`src/rtl/can_txq_pkg.sv`:
```
package can_txq_pkg;
  localparam int NFLAGS     = 2;
  localparam int FLAG_BUSERR = 0;
  localparam int FLAG_OVF    = 1;
endpackage

```
`src/rtl/can_txq_fifo.sv`:
```
module can_txq_fifo #(
  parameter int DEPTH = 8,
  parameter int W     = 32
) (
  input  logic                         clk_i,
  input  logic                         rst_ni,
  input  logic                         push_i,
  input  logic [W-1:0]                 din_i,
  input  logic                         pop_i,
  input  logic                         clear_i,
  output logic [W-1:0]                 head_o,
  output logic [$clog2(DEPTH+1)-1:0]   count_o,
  output logic                         empty_o,
  output logic                         full_o,
  output logic                         ovf_evt_o
);
  localparam int AW = (DEPTH > 1) ? $clog2(DEPTH) : 1;
  localparam int CW = $clog2(DEPTH+1);

  logic [W-1:0]  mem [DEPTH];
  logic [AW-1:0] rd_q, wr_q;
  logic [CW-1:0] cnt_q;
  logic          push_ok, pop_ok;

  function automatic logic [AW-1:0] nxt(input logic [AW-1:0] p);
    return (p == AW'(DEPTH-1)) ? '0 : p + 1'b1;
  endfunction

  assign full_o    = (cnt_q == CW'(DEPTH));
  assign empty_o   = (cnt_q == '0);
  assign push_ok   = push_i & ~clear_i & ~full_o;
  assign pop_ok    = pop_i & ~clear_i & ~empty_o;
  assign ovf_evt_o = push_i & ~clear_i & full_o;
  assign head_o    = mem[rd_q];
  assign count_o   = cnt_q;

  always_ff @(posedge clk_i) begin
    if (push_ok) mem[wr_q] <= din_i;
  end

  always_ff @(posedge clk_i or negedge rst_ni) begin
    if (!rst_ni) begin
      rd_q  <= '0;
      wr_q  <= '0;
      cnt_q <= '0;
    end else if (clear_i) begin
      rd_q  <= '0;
      wr_q  <= '0;
      cnt_q <= '0;
    end else begin
      if (push_ok) wr_q <= nxt(wr_q);
      if (pop_ok)  rd_q <= nxt(rd_q);
      cnt_q <= cnt_q + CW'(push_ok) - CW'(pop_ok);
    end
  end
endmodule

```
`src/rtl/can_txq_buf.sv`:
```
module can_txq_buf #(
  parameter int W = 32
) (
  input  logic         clk_i,
  input  logic         rst_ni,
  input  logic         en_i,
  input  logic         one_set_i,
  input  logic         one_shot_i,
  input  logic         q_empty_i,
  input  logic [W-1:0] q_head_i,
  input  logic         clear_i,
  input  logic         abort_i,
  input  logic         ok_i,
  input  logic         lost_i,
  input  logic         err_i,
  output logic         pop_o,
  output logic         valid_o,
  output logic [W-1:0] msg_o,
  output logic         hist_push_o,
  output logic         abort_o,
  output logic         one_pend_o,
  output logic         err_evt_o
);
  logic         valid_q, single_q, one_q;
  logic [W-1:0] msg_q;
  logic         load, abort_hit, ok_hit, fail_hit, free;

  assign load      = ~valid_q & ~q_empty_i & (en_i | one_q) & ~clear_i;
  assign abort_hit = abort_i & valid_q;
  assign ok_hit    = ok_i & valid_q & ~abort_i;
  assign fail_hit  = (lost_i | err_i) & valid_q & ~abort_i & ~ok_i;
  assign free      = abort_hit | ok_hit | (fail_hit & one_shot_i);

  always_ff @(posedge clk_i or negedge rst_ni) begin
    if (!rst_ni) begin
      valid_q  <= 1'b0;
      single_q <= 1'b0;
      msg_q    <= '0;
    end else if (load) begin
      valid_q  <= 1'b1;
      single_q <= ~en_i;
      msg_q    <= q_head_i;
    end else if (free) begin
      valid_q  <= 1'b0;
    end
  end

  // single-send request self-clears when its own message leaves
  always_ff @(posedge clk_i or negedge rst_ni) begin
    if (!rst_ni)                 one_q <= 1'b0;
    else if (one_set_i)          one_q <= 1'b1;
    else if (free && single_q)   one_q <= 1'b0;
  end

  assign pop_o       = load;
  assign valid_o     = valid_q;
  assign msg_o       = msg_q;
  assign hist_push_o = ok_hit;
  assign abort_o     = abort_hit;
  assign one_pend_o  = one_q;
  assign err_evt_o   = fail_hit & err_i;
endmodule

```
`src/rtl/can_txq_flags.sv`:
```
module can_txq_flags
  import can_txq_pkg::*;
(
  input  logic              clk_i,
  input  logic              rst_ni,
  input  logic [NFLAGS-1:0] set_i,
  input  logic [NFLAGS-1:0] clr_i,
  input  logic [NFLAGS-1:0] ie_i,
  output logic [NFLAGS-1:0] flag_o,
  output logic              irq_o
);
  logic [NFLAGS-1:0] flag_q;

  for (genvar g = 0; g < NFLAGS; g++) begin : g_flag
    always_ff @(posedge clk_i or negedge rst_ni) begin
      if (!rst_ni)        flag_q[g] <= 1'b0;
      else if (set_i[g])  flag_q[g] <= 1'b1;
      else if (clr_i[g])  flag_q[g] <= 1'b0;
    end
  end

  assign flag_o = flag_q;
  assign irq_o  = |(flag_q & ie_i);
endmodule

```
`src/rtl/can_txq_sched.sv`:
```
module can_txq_sched
  import can_txq_pkg::*;
#(
  parameter  int DEPTH = 8,
  parameter  int MSG_W = 32,
  localparam int CNT_W = $clog2(DEPTH+1)
) (
  input  logic             clk_i,
  input  logic             rst_ni,
  input  logic             push_i,
  input  logic [MSG_W-1:0] push_msg_i,
  input  logic             q_clear_i,
  input  logic             txen_pin_i,
  input  logic             txen_bit_i,
  input  logic             one_set_i,
  input  logic             one_shot_i,
  input  logic             abort_i,
  input  logic             bus_ok_i,
  input  logic             bus_lost_i,
  input  logic             bus_err_i,
  input  logic             err_ie_i,
  input  logic             ovf_ie_i,
  input  logic             buserr_clr_i,
  input  logic             ovf_clr_i,
  output logic [CNT_W-1:0] q_count_o,
  output logic             q_full_o,
  output logic             buf_valid_o,
  output logic [MSG_W-1:0] buf_msg_o,
  output logic             bus_abort_o,
  output logic             hist_push_o,
  output logic [MSG_W-1:0] hist_msg_o,
  output logic             one_pend_o,
  output logic             buserr_o,
  output logic             ovf_o,
  output logic             irq_o
);
  logic [MSG_W-1:0]  q_head;
  logic              q_empty, q_pop, ovf_evt, err_evt;
  logic [NFLAGS-1:0] fl_set, fl_clr, fl_ie, fl_q;

  can_txq_fifo #(.DEPTH(DEPTH), .W(MSG_W)) u_fifo (
    .clk_i     (clk_i),
    .rst_ni    (rst_ni),
    .push_i    (push_i),
    .din_i     (push_msg_i),
    .pop_i     (q_pop),
    .clear_i   (q_clear_i),
    .head_o    (q_head),
    .count_o   (q_count_o),
    .empty_o   (q_empty),
    .full_o    (q_full_o),
    .ovf_evt_o (ovf_evt)
  );

  can_txq_buf #(.W(MSG_W)) u_buf (
    .clk_i       (clk_i),
    .rst_ni      (rst_ni),
    .en_i        (txen_pin_i | txen_bit_i),
    .one_set_i   (one_set_i),
    .one_shot_i  (one_shot_i),
    .q_empty_i   (q_empty),
    .q_head_i    (q_head),
    .clear_i     (q_clear_i),
    .abort_i     (abort_i),
    .ok_i        (bus_ok_i),
    .lost_i      (bus_lost_i),
    .err_i       (bus_err_i),
    .pop_o       (q_pop),
    .valid_o     (buf_valid_o),
    .msg_o       (buf_msg_o),
    .hist_push_o (hist_push_o),
    .abort_o     (bus_abort_o),
    .one_pend_o  (one_pend_o),
    .err_evt_o   (err_evt)
  );

  always_comb begin
    fl_set = '0;
    fl_clr = '0;
    fl_ie  = '0;
    fl_set[FLAG_BUSERR] = err_evt;
    fl_set[FLAG_OVF]    = ovf_evt;
    fl_clr[FLAG_BUSERR] = buserr_clr_i;
    fl_clr[FLAG_OVF]    = ovf_clr_i;
    fl_ie[FLAG_BUSERR]  = err_ie_i;
    fl_ie[FLAG_OVF]     = ovf_ie_i;
  end

  can_txq_flags u_flags (
    .clk_i  (clk_i),
    .rst_ni (rst_ni),
    .set_i  (fl_set),
    .clr_i  (fl_clr),
    .ie_i   (fl_ie),
    .flag_o (fl_q),
    .irq_o  (irq_o)
  );

  assign buserr_o   = fl_q[FLAG_BUSERR];
  assign ovf_o      = fl_q[FLAG_OVF];
  assign hist_msg_o = buf_msg_o;
endmodule

```
`config.mk`:
```
export PLATFORM = sky130hd
export DESIGN_NAME = can_txq_sched
export DESIGN_NICKNAME = d
export VERILOG_FILES = /design/src/rtl/can_txq_pkg.sv /design/src/rtl/can_txq_fifo.sv /design/src/rtl/can_txq_buf.sv /design/src/rtl/can_txq_flags.sv /design/src/rtl/can_txq_sched.sv
export SDC_FILE = /design/constraint.sdc
export NUM_CORES = 1
export LEC_CHECK = 0
export BUFFER_PORTS_ARGS = -buffer_cell sky130_fd_sc_hd__buf_2
export CAP_MARGIN = 20
export CORE_MARGIN = 2
export CORE_UTILIZATION = 53
export CTS_CLUSTER_SIZE = 24
export DETAILED_ROUTE_END_ITERATION = 16
export PLACE_DENSITY_LB_ADDON = 0.08
export SLEW_MARGIN = 10
export SYNTH_ARGS = -nofsm -noshare
export SYNTH_HDL_FRONTEND = slang
export SYNTH_SLANG_ARGS = --single-unit
export TNS_END_PERCENT = 1
```
`constraint.sdc`:
```
create_clock -name clk_i -period 3.4 [get_ports clk_i]
set_input_delay 0.17 -clock clk_i [delete_from_list [all_inputs] [get_ports clk_i]]
set_output_delay 0.17 -clock clk_i [all_outputs]
set_load 0.02 [all_outputs]
```
Word level (Yosys, flattened, before mapping)
Memories as Yosys holds them, arrays and structs flattened. A register that Yosys moved wholly into a read port is not among the register bits.
Index checks and enable logic that the tools add are counted.
{"block": "totals", "inputBits": 48, "register_bits": 15, "out_inout_bits": 76, "mem_count": 1, "elab_cells": 72, "ramBits": 256}
{"block": "op_classes", "mux": 17, "n_addsub": 4, "n_bitwise": 29, "n_reduce_logical": 10, "n_eq_ne": 3}
{"name": "u_fifo.mem", "words": 8, "word_bits": 32, "rd": 1, "rd_clocked_by_memory_dff": 1, "write_ports": 1, "line_no": "can_txq_fifo.sv:20", "rtl": "logic [W-1:0] mem [DEPTH];"}
{"cell": "3-bit two-way mux", "n": 6}
{"cell": "1-bit bitwise AND", "n": 16}
{"cell": "2-bit nonzero test", "n": 6}
{"cell": "1-bit two-way mux", "n": 10}
{"cell": "1-bit NOT", "n": 7}
{"cell": "3-bit by 1-bit adder with 3-bit output, second input constant", "n": 2}
{"cell": "3-bit == test, second input constant", "n": 2}
{"cell": "1-bit bitwise OR", "n": 5}
{"cell": "4-bit by 1-bit adder with 4-bit output", "n": 1}
{"cell": "4-bit == test, second input constant", "n": 1}
{"cell": "4-bit zero test", "n": 1}
{"cell": "4-bit two-way mux", "n": 1}
{"cell": "4-bit by 1-bit subtractor with 4-bit output", "n": 1}
{"cell": "2-bit bitwise AND", "n": 1}
{"cell": "2-bit OR reduction", "n": 1}
{"cell": "1-bit logical AND", "n": 1}
{"cell": "1-bit zero test", "n": 1}

Longest topological paths before layout
Gate-level depths: netlist of the first run.
{"block": "logic_depth", "depth_word": 9, "ltp_mapped": 11, "ltp_nobuf": 10}

Hierarchy
From an unflattened synthesis of the first run, not the netlist that was laid out.
{"block": "unflattened", "cells_unflattened": 566, "hier_area_um2": 12020.3}
{"module": "can_txq_fifo", "n_inst": 1, "seq_area_each_um2": 7937.6, "area_per_inst_um2": 10321.1, "cells_per_inst": 442}
{"module": "can_txq_buf", "n_inst": 1, "seq_area_each_um2": 875.8, "area_per_inst_um2": 1370.1, "cells_per_inst": 84}
{"module": "can_txq_sched", "n_inst": 1, "seq_area_each_um2": 0.0, "area_per_inst_um2": 246.5, "cells_per_inst": 33}
{"module": "can_txq_flags", "n_inst": 1, "seq_area_each_um2": 50.0, "area_per_inst_um2": 82.6, "cells_per_inst": 7}

Worst setup path after synthesis of the first run
OpenSTA, ideal clock, no wires.
{"block": "synth_path", "path_kind": "reg2reg", "start": "register u_fifo.cnt_q[2] (netlist: u_fifo.count_o[2])", "end": "memory u_fifo.mem[0][0], enable pin", "n_path_buf": 0, "arrival_time_ns": 3.508, "stages_incl_launch_ff": 6, "setup_time_ns": 0.461, "setup_slack_ns": -0.569, "path_cell_list": "dfrtp_1 inv_1 ha_1 a21oi_1 nand2b_1 nor3_1"}
{"block": "synth_between", "elab_chain_cells": 5}
{"item": "from (decl)", "line_no": "can_txq_fifo.sv:22", "rtl": "logic [CW-1:0] cnt_q;"}
{"item": "from (signal assigned)", "line_no": "can_txq_fifo.sv:53", "rtl": "cnt_q <= cnt_q + CW'(push_ok) - CW'(pop_ok);"}
{"item": "4-bit == test", "line_no": "can_txq_fifo.sv:29", "rtl": "assign full_o = (cnt_q == CW'(DEPTH));"}
{"item": "1-bit NOT", "line_no": "can_txq_fifo.sv:31", "rtl": "assign push_ok = push_i & ~clear_i & ~full_o;"}
{"item": "1-bit bitwise AND", "line_no": "can_txq_fifo.sv:31"}
{"item": "1-bit two-way mux", "line_no": "can_txq_fifo.sv:38", "rtl": "if (push_ok) mem[wr_q] <= din_i;"}
{"item": "1-bit two-way mux (not written as such)", "line_no": "can_txq_fifo.sv:38"}
{"item": "to (decl)", "line_no": "can_txq_fifo.sv:20"}
No other way between the ends.

Worst setup path after layout of the first run
{"block": "layout_path", "start": "register u_fifo.cnt_q[2] (netlist: u_fifo.count_o[2])", "end": "memory u_fifo.mem[2][20], enable pin"}
Same word-level chain as after synthesis.

==> impl_results.md, run 1 <==
* Period utilization at 0.785
* TritonCTS sink count at ~300
* Design Power at approximately 11 mW
* Crit. End Element: flip-flop
* Top-count cell post-synth: edfxtp_1
* First-pass GRT wire length at 35000 um
* Rel. slew slack at 0.362
* Die H at between 150 and 200 um
* Synth Register Bits at just over 300
* Worst R2R Path Depth at 6
* Global Route Usage Sum at 0.192
* Die area at about 0.023 mm^2
* Top cell type's share of synthesized area at 0.651
* Library cells used by synthesis at 31
* CORE AREA at 0.0218 mm^2
* Std-Cell Rows at 54
* Initial Utilization at 0.541
* Post-CTS setup buffers at 0
* Outcome: complete, no violations
* Final ANT Viol Nets at 0
* Mapped Nets at between 600 and 700
* Total of max-cap violations at 0
* Sequential fraction of the synthesis area at 0.751
* Number of global-route vias before repair at approximately 6.1k
* Avg WL per Cell at between 20 and 25 um
* WHS Path Cells at 3
* # DRC at 0
* Gp weighted congestion at slightly above 0.7
* TritonCTS clock tree: done
* Area Overhead vs Synth at 20.7%
* Async SR Flop Fraction at 0.155
* Final net count at 814
* Setup tns final at 0 ps
* Ratio of cells with drive above 1 in the final layout at 0.344
* Slowest cell delay on critical path at 580 ps
* Crit-path cells: inv_1 > ha_1 > a21oi_1 > nand2b_1 > nor2_4 > buf_12
* Skew-Pair Late Insertion Delay at around 540 ps
* Synthesized area at around 0.012 mm^2
* Fmax at between 0.3 and 0.4 GHz
* Critical path required time at between 3000 and 4000 ps
* Dominant synthesized flop cell: edfxtp_1
* CTS clock-pin slew for the worst setup and hold paths at approximately 60 ps
* Max-slew violation count at 0
* Root Driver: clkbuf_16
* RSZ-0062 raised after global routing: false
* Overall overflow remaining after global route at 0
* PwrDens at approximately 770 mW/mm^2
* Synth Warn # at 0
* Largest net degree at the start of global routing at 72
* CTS HTree Levels at 1
* Number of flops mapped to enable cells by yosys at between 200 and 300
* Worst Tran Pin Value at 957 ps
* Routed vias at around 5.8k
* IO Count at ~120
* Final setup violating endpoints at 0
* Largest cells by area after synthesis: edfxtp_1, mux4_2, dfrtp_1
* Total CTS buffers at 30
* HPWL after DPL at 13000 um
* Worst VDD drop at around 0.45 mV
* Syn Inst Count at around 600
* Final worst path period need at approximately 2700 ps
* Synth cell count leaders: edfxtp_1, mux4_2, dfrtp_1
* Initial antenna violation count at 1
* Final Hold Fails at 0
* Initial DRC count at about 340
* Worst-case clock buffer depth at 3
* Post-DR vias/cell at about 5.4
* Critical path data arrival time at approximately 2900 ps
* Worst-path fanout max at 17
* Pleak at 4.91 nW
* IO Port Bufs at ~120
* Fin area at 0.0142 mm^2
* Die W at ~150 um
* WS Path Type: reg -> reg
* Post-layout util at 0.653
* Hold Path Class: in -> reg
* DR pass1 iterations at 4
* Slowest cell on crit path: nor2_4
* Fin Clk Skew at approximately 13 ps
* Area leader, netlist: edfxtp_1
* Placed Instance Area at roughly 0.013 mm^2
* Nature of the critical path startpoint: flip-flop
* Cts hold-fix bufs at 41
* Routed WL at between 20000 and 25000 um
* Avg Inst Size Synth at 19.6 um^2
* Post-CTS sizing at 0
-- worst paths after layout --
| path | startpoint | end | slack (ps) |
|---|---|---|---|
| min in group asynchronous | rst_ni | u_buf.msg_o[16] | 200 |
| worst max-delay path | u_fifo.count_o[2] | u_fifo.mem[2][20] | 730 |
| worst max register to register | u_fifo.count_o[2] | u_fifo.mem[2][20] | 730 |
| worst min register to register | u_buf.single_q | u_buf.single_q | 520 |
| worst min-delay path | one_shot_i | u_buf.valid_o | 30 |
| max in group asynchronous | rst_ni | u_buf.msg_o[20] | 2430 |
-- kinds of logic (layout without fill, tap and decap cells) --
family,Yosys count,after routing,synth area share
xor gates and xnor gates,2,2,0.00148
adders and majority gates,11,11,0.0123
buffers and inverters,67,245,0.0333
and+or+nand+nor,71,71,0.0272
AOI/OAI and AO/OA,51,51,0.0255
DFF,303,303,0.751
muxes,96,96,0.149
other,0,1,0
-- layer usage --
layer | GRT usage | part of all wire
met3 | 0.0289 | 0.047
met4 | 0.0344 | 0.013
met1 | 0.277 | 0.45
met5 | 0 | 0
met2 | 0.320 | 0.49
-- per-stage QoR --
| step | setup slack [ps] | instances | hold WS, ps |
|---|---|---|---|
| floorplan | -550 | 601 | -126 |
| global placement | 810 | 962 | 203 |
| detailed placement | 694 | 962 | 219 |
| CTS | 687 | 1059 | 9.50 |
| global route | 469 | 1060 | 27.6 |
| finish | 731 | 1060 | 34.4 |
-- critical path: cells and delay by family, from the launching register on --
family	cells	cell delay (ps)
AND/OR/NAND/NOR	2	980
adder cells (fa/ha/maj)	1	210
buffers and inverters	2	320
AO/OA/AOI/OAI	1	490
flip-flops	1	350
-- flip-flops by register name, summed over array words and instances, names as in the netlist --
register	flops
u_buf.single_q	1
u_buf.one_pend_o	1
u_buf.msg_o	32
u_buf.valid_o	1
u_fifo.mem	256
u_flags.flag_o	2
u_fifo.wr_q	3
u_fifo.count_o	4
u_fifo.rd_q	3
-- cell type report --
class | instances | area [um^2]
sequential | 303 | 8870
fill | 1460 | 7580
antenna | 1 | 2.50
tap | 280 | 350
timing repair buffer | 180 | 1230
inverter | 9 | 33.8
multi-input combinational | 231 | 2610
clock buffer | 38 | 852
clock inverter | 18 | 292
-- placed cells by master (no fill, tap or decap), types with 2 or more instances in the layout --
master / Yosys / layout
dfrtp_1: 47 / 44
mux4_2: 64 / 64
dlygate4sd3_1: 0 / 41
ha_1: 10 / 10
clkbuf_16: 0 / 31
nand2b_1: 9 / 9
dfrtp_2: 0 / 2
bufinv_16: 0 / 8
buf_2: 5 / 123
o22ai_1: 2 / 2
inv_1: 9 / 9
mux2i_1: 32 / 32
clkbuf_8: 0 / 5
buf_4: 36 / 9
nor2_4: 0 / 6
edfxtp_1: 256 / 256
clkinv_2: 0 / 7
nand3b_1: 2 / 2
clkinv_1: 0 / 2
a22o_1: 2 / 2
o21ai_0: 5 / 5
buf_12: 0 / 7
a21oi_1: 36 / 36
xnor2_1: 2 / 2
clkbuf_1: 14 / 2
nor2b_1: 2 / 2
a21o_1: 2 / 2
nand2_1: 6 / 6
nor2_1: 45 / 39
-- power by group --
part / switching [mW] / leakage (nW) / internal, mW
combinational: 1.53 / 1.49 / 1.13
clock: 1.33 / 0.568 / 2.37
sequential: 0.264 / 2.85 / 4.39
No activity file was read; power rests on OpenSTA's default activity.
==> inputs of run 2 (changes only) <==
Settings changed: CORE_UTILIZATION 53 to 58.
Clock period 3.4 ns to 2.54 ns, I/O delays scaled along.
==> run 2 against run 1 <==
Compared with the run above:
- sequential share of layout area down 0.060 points
- utilization grew 5.6 points
- maximum frequency is 17% higher
- non-clock buffer count is 9 higher
- combinational power up 37%
- die area down 8.4%
- via count is 2.8% higher
- sequential cell count is the same
- wire length grew 2.3%
- setup slack worse by 480 ps
- final area about the same
- highest routed layer unchanged
==> impl_results.md, run 2 (synthesized netlist as in run 1, its figures left out) <==
* Design Power at 14.2 mW (+29%)
* Final setup violating endpoints at 0 (unchanged)
* Top delay family on crit path: buffers and inverters
* RSZ-0062 raised after global routing: false
* Die H at 147 um (-4.3%)
* DR pass1 iterations at 4 (unchanged)
* Worst Tran Pin Value at 697 ps (-259 ps)
* Commonest non-fill, non-tap cells in the layout: edfxtp_1, buf_2, mux4_2, dfrtp_1, dlygate4sd3_1
* Clock Power Share at 0.307 (-0.029)
* Nature of the critical path startpoint: flip-flop
* Sequential power share at 0.437 (+0.014)
* Fin area at 0.0143 mm^2 (about the same)
* CTS HTree Levels at 1 (unchanged)
* Fin Hold WS at 78.7 ps (+44.4 ps)
* Outcome: complete, no violations
* Worst-path fanout max at 71 (+54)
* WS Path Type: reg -> reg
* Fmax at 0.437 GHz (+17%)
* Worst VDD drop at 0.890 mV (+97%)
* Hold Path Class: in -> reg
* Fillers at 1243 (-15%)
* Worst-case clock buffer depth at 3 (unchanged)
* Period utilization at 0.900 (+0.115)
* Total of max-cap violations at 0 (unchanged)
* Biggest register: u_fifo.mem
* Max-slew violation count at 0 (unchanged)
* Slowest cell on crit path: dlygate4sd3_1
* IO Count at 124 (unchanged)
* HPWL after DPL at 12900 um (-1.2%)
* Final worst path period need at 2290 ps (-383 ps)
* Int Power at 10.1 mW (+28%)
* WP buf/inv at 3 (+1)
* CORE AREA at 0.0201 mm^2 (-7.9%)
* Most common cell after layout, fill and taps aside: edfxtp_1
* Critical path required time at 3020 ps (-620 ps)
* Rel. slew slack at 0.535 (+0.173)
* Switching pwr at 4.18 mW (+34%)
* Crit-path cells: inv_1 > ha_1 > a2111oi_4 > buf_6 > a31o_2 > dlygate4sd3_1
* Slowest cell delay on critical path at 540 ps (-40 ps)
* Global Route Usage Sum at 0.217 (+0.0254)
* Routed WL at 22500 um (+2.3%)
* # DRC at 0 (unchanged)
* Placed Instance Area at 0.0128 mm^2 (+0.99%)
* Crit. End Element: flip-flop
* Std-Cell Rows at 52 (-3.7%)
* Initial DRC count at 321 (-5.0%)
* Die area at 0.0215 mm^2 (-8.4%)
* First-pass GRT wire length at 35600 um (+1.7%)
* Routed vias at 5930 (+2.8%)
* Avg WL per Cell at 21.2 um (+2.4%)
* Initial antenna violation count at 1 (unchanged)
* Sw Share at 0.294 (+0.0102)
* CTS clock-pin slew for the worst setup and hold paths at 60 ps (about the same)
* IO Port Bufs at 123 (unchanged)
* Post-CTS setup buffers at 0 (unchanged)
* Ratio of cells with drive above 1 in the final layout at 0.345 (+0.00115)
* Total CTS buffers at 30 (unchanged)
* Die W at 147 um (-4.3%)
* Final ANT Viol Nets at 0 (unchanged)
* Final Hold Fails at 0 (unchanged)
* Root Driver: clkbuf_16
* Overall overflow remaining after global route at 0 (unchanged)
* Combinational Power Share at 0.255 (+0.014)
* Critical path data arrival time at 2770 ps (-130 ps)
* TritonCTS sink count at 303 (unchanged)
* Gp weighted congestion at 0.731 (+0.43%)
* Number of global-route vias before repair at 6246 (+2.6%)
* TritonCTS clock tree: done
* Pleak at 4.90 nW (-0.20%)
* Max reg flops at 256 (unchanged)
* Skew-Pair Late Insertion Delay at 550 ps (about the same)
* Largest net degree at the start of global routing at 72 (unchanged)
* Fin Clk Skew at 11.5 ps (-1.78 ps)
* Initial Utilization at 0.587 (+0.0463)
* Final net count at 823 (+1.1%)
* PwrDens at 999 mW/mm^2 (+29%)
* Area Overhead vs Synth at 20.8% (about the same)
* Post-DR vias/cell at 5.60 (+2.9%)
run 2: cell types whose count changed in the layout (fill, tap and decap cells not counted), sizes merged:
cell	delta
bufinv	-6
clkbuf	+5
clkinvlp	+1
buf	+7
dlygate4sd3	+2
run 2: through the flow:
step / setup WS (ps) / util / TNS [ps] / instances
after floorplan: -53.3 / - / -68.2 / 601
after global placement: 401 / 0.637 / 0 / 959
after detailed placement: 335 / 0.637 / 0 / 959
after CTS: 56.9 / 0.709 / 0 / 1058
after global routing: 91.2 / 0.709 / 0 / 1059
final: 254 / 0.709 / 0 / 1059
run 2: tightest hold or removal path, delay by kind of cell:
kind,cells,cell delay [ps]
compound gates,1,180
buf+inv,1,100
simple gates,3,170
run 2: layout make-up:
class	count	area [um^2]	share of cell area
sequential	303	8870	0.622
multi-input combinational	231	2620	0.184
timing repair buffer	189	1390	0.0972
clock buffer	43	880	0.0617
tap	270	338	0.0237
clock inverter	13	129	0.00904
inverter	9	33.8	0.00237
antenna	1	2.50	0.000176
run 2: power by group through the flow:
stage / Sequential (mW) / Combinational, mW / Clock, mW
after floorplan: 6.58 / 2.52 / 0
after global placement: 6.30 / 3.55 / 0
after detailed placement: 6.33 / 3.61 / 0
after CTS: 6.24 / 3.70 / 4.46
after global routing: 6.30 / 3.96 / 4.68
final: 6.23 / 3.64 / 4.37
run 2: final timing paths:
| kind | from | end | slack [ps] | cells past startpoint |
|---|---|---|---|---|
| max in group asynchronous | rst_ni | u_flags.flag_o[1] | 1520 | 3 |
| min reg2reg | u_buf.single_q | u_buf.single_q | 530 | 2 |
| max reg2reg | u_fifo.count_o[2] | u_buf.valid_o | 250 | 6 |
| min | bus_ok_i | u_buf.one_pend_o | 80 | 5 |
| min in group asynchronous | rst_ni | u_fifo.rd_q[0] | 180 | 2 |
| max | u_fifo.count_o[2] | u_buf.valid_o | 250 | 6 |
run 2: routing by layer:
layer / track usage / vias up / routed length (um)
li1: - / 2671 / -
met1: 0.294 / 3070 / 9580
met2: 0.382 / 161 / 11600
met3: 0.0322 / 28 / 1070
met4: 0.0456 / 0 / 254
met5: 0 / - / 0
run 2: repair_timing:
item	4_1_cts	5_1_grt
endpoints found under the setup margin	0	1
gates resized for setup	0	1
hold endpoints to repair	290	0
hold buffers	43	0
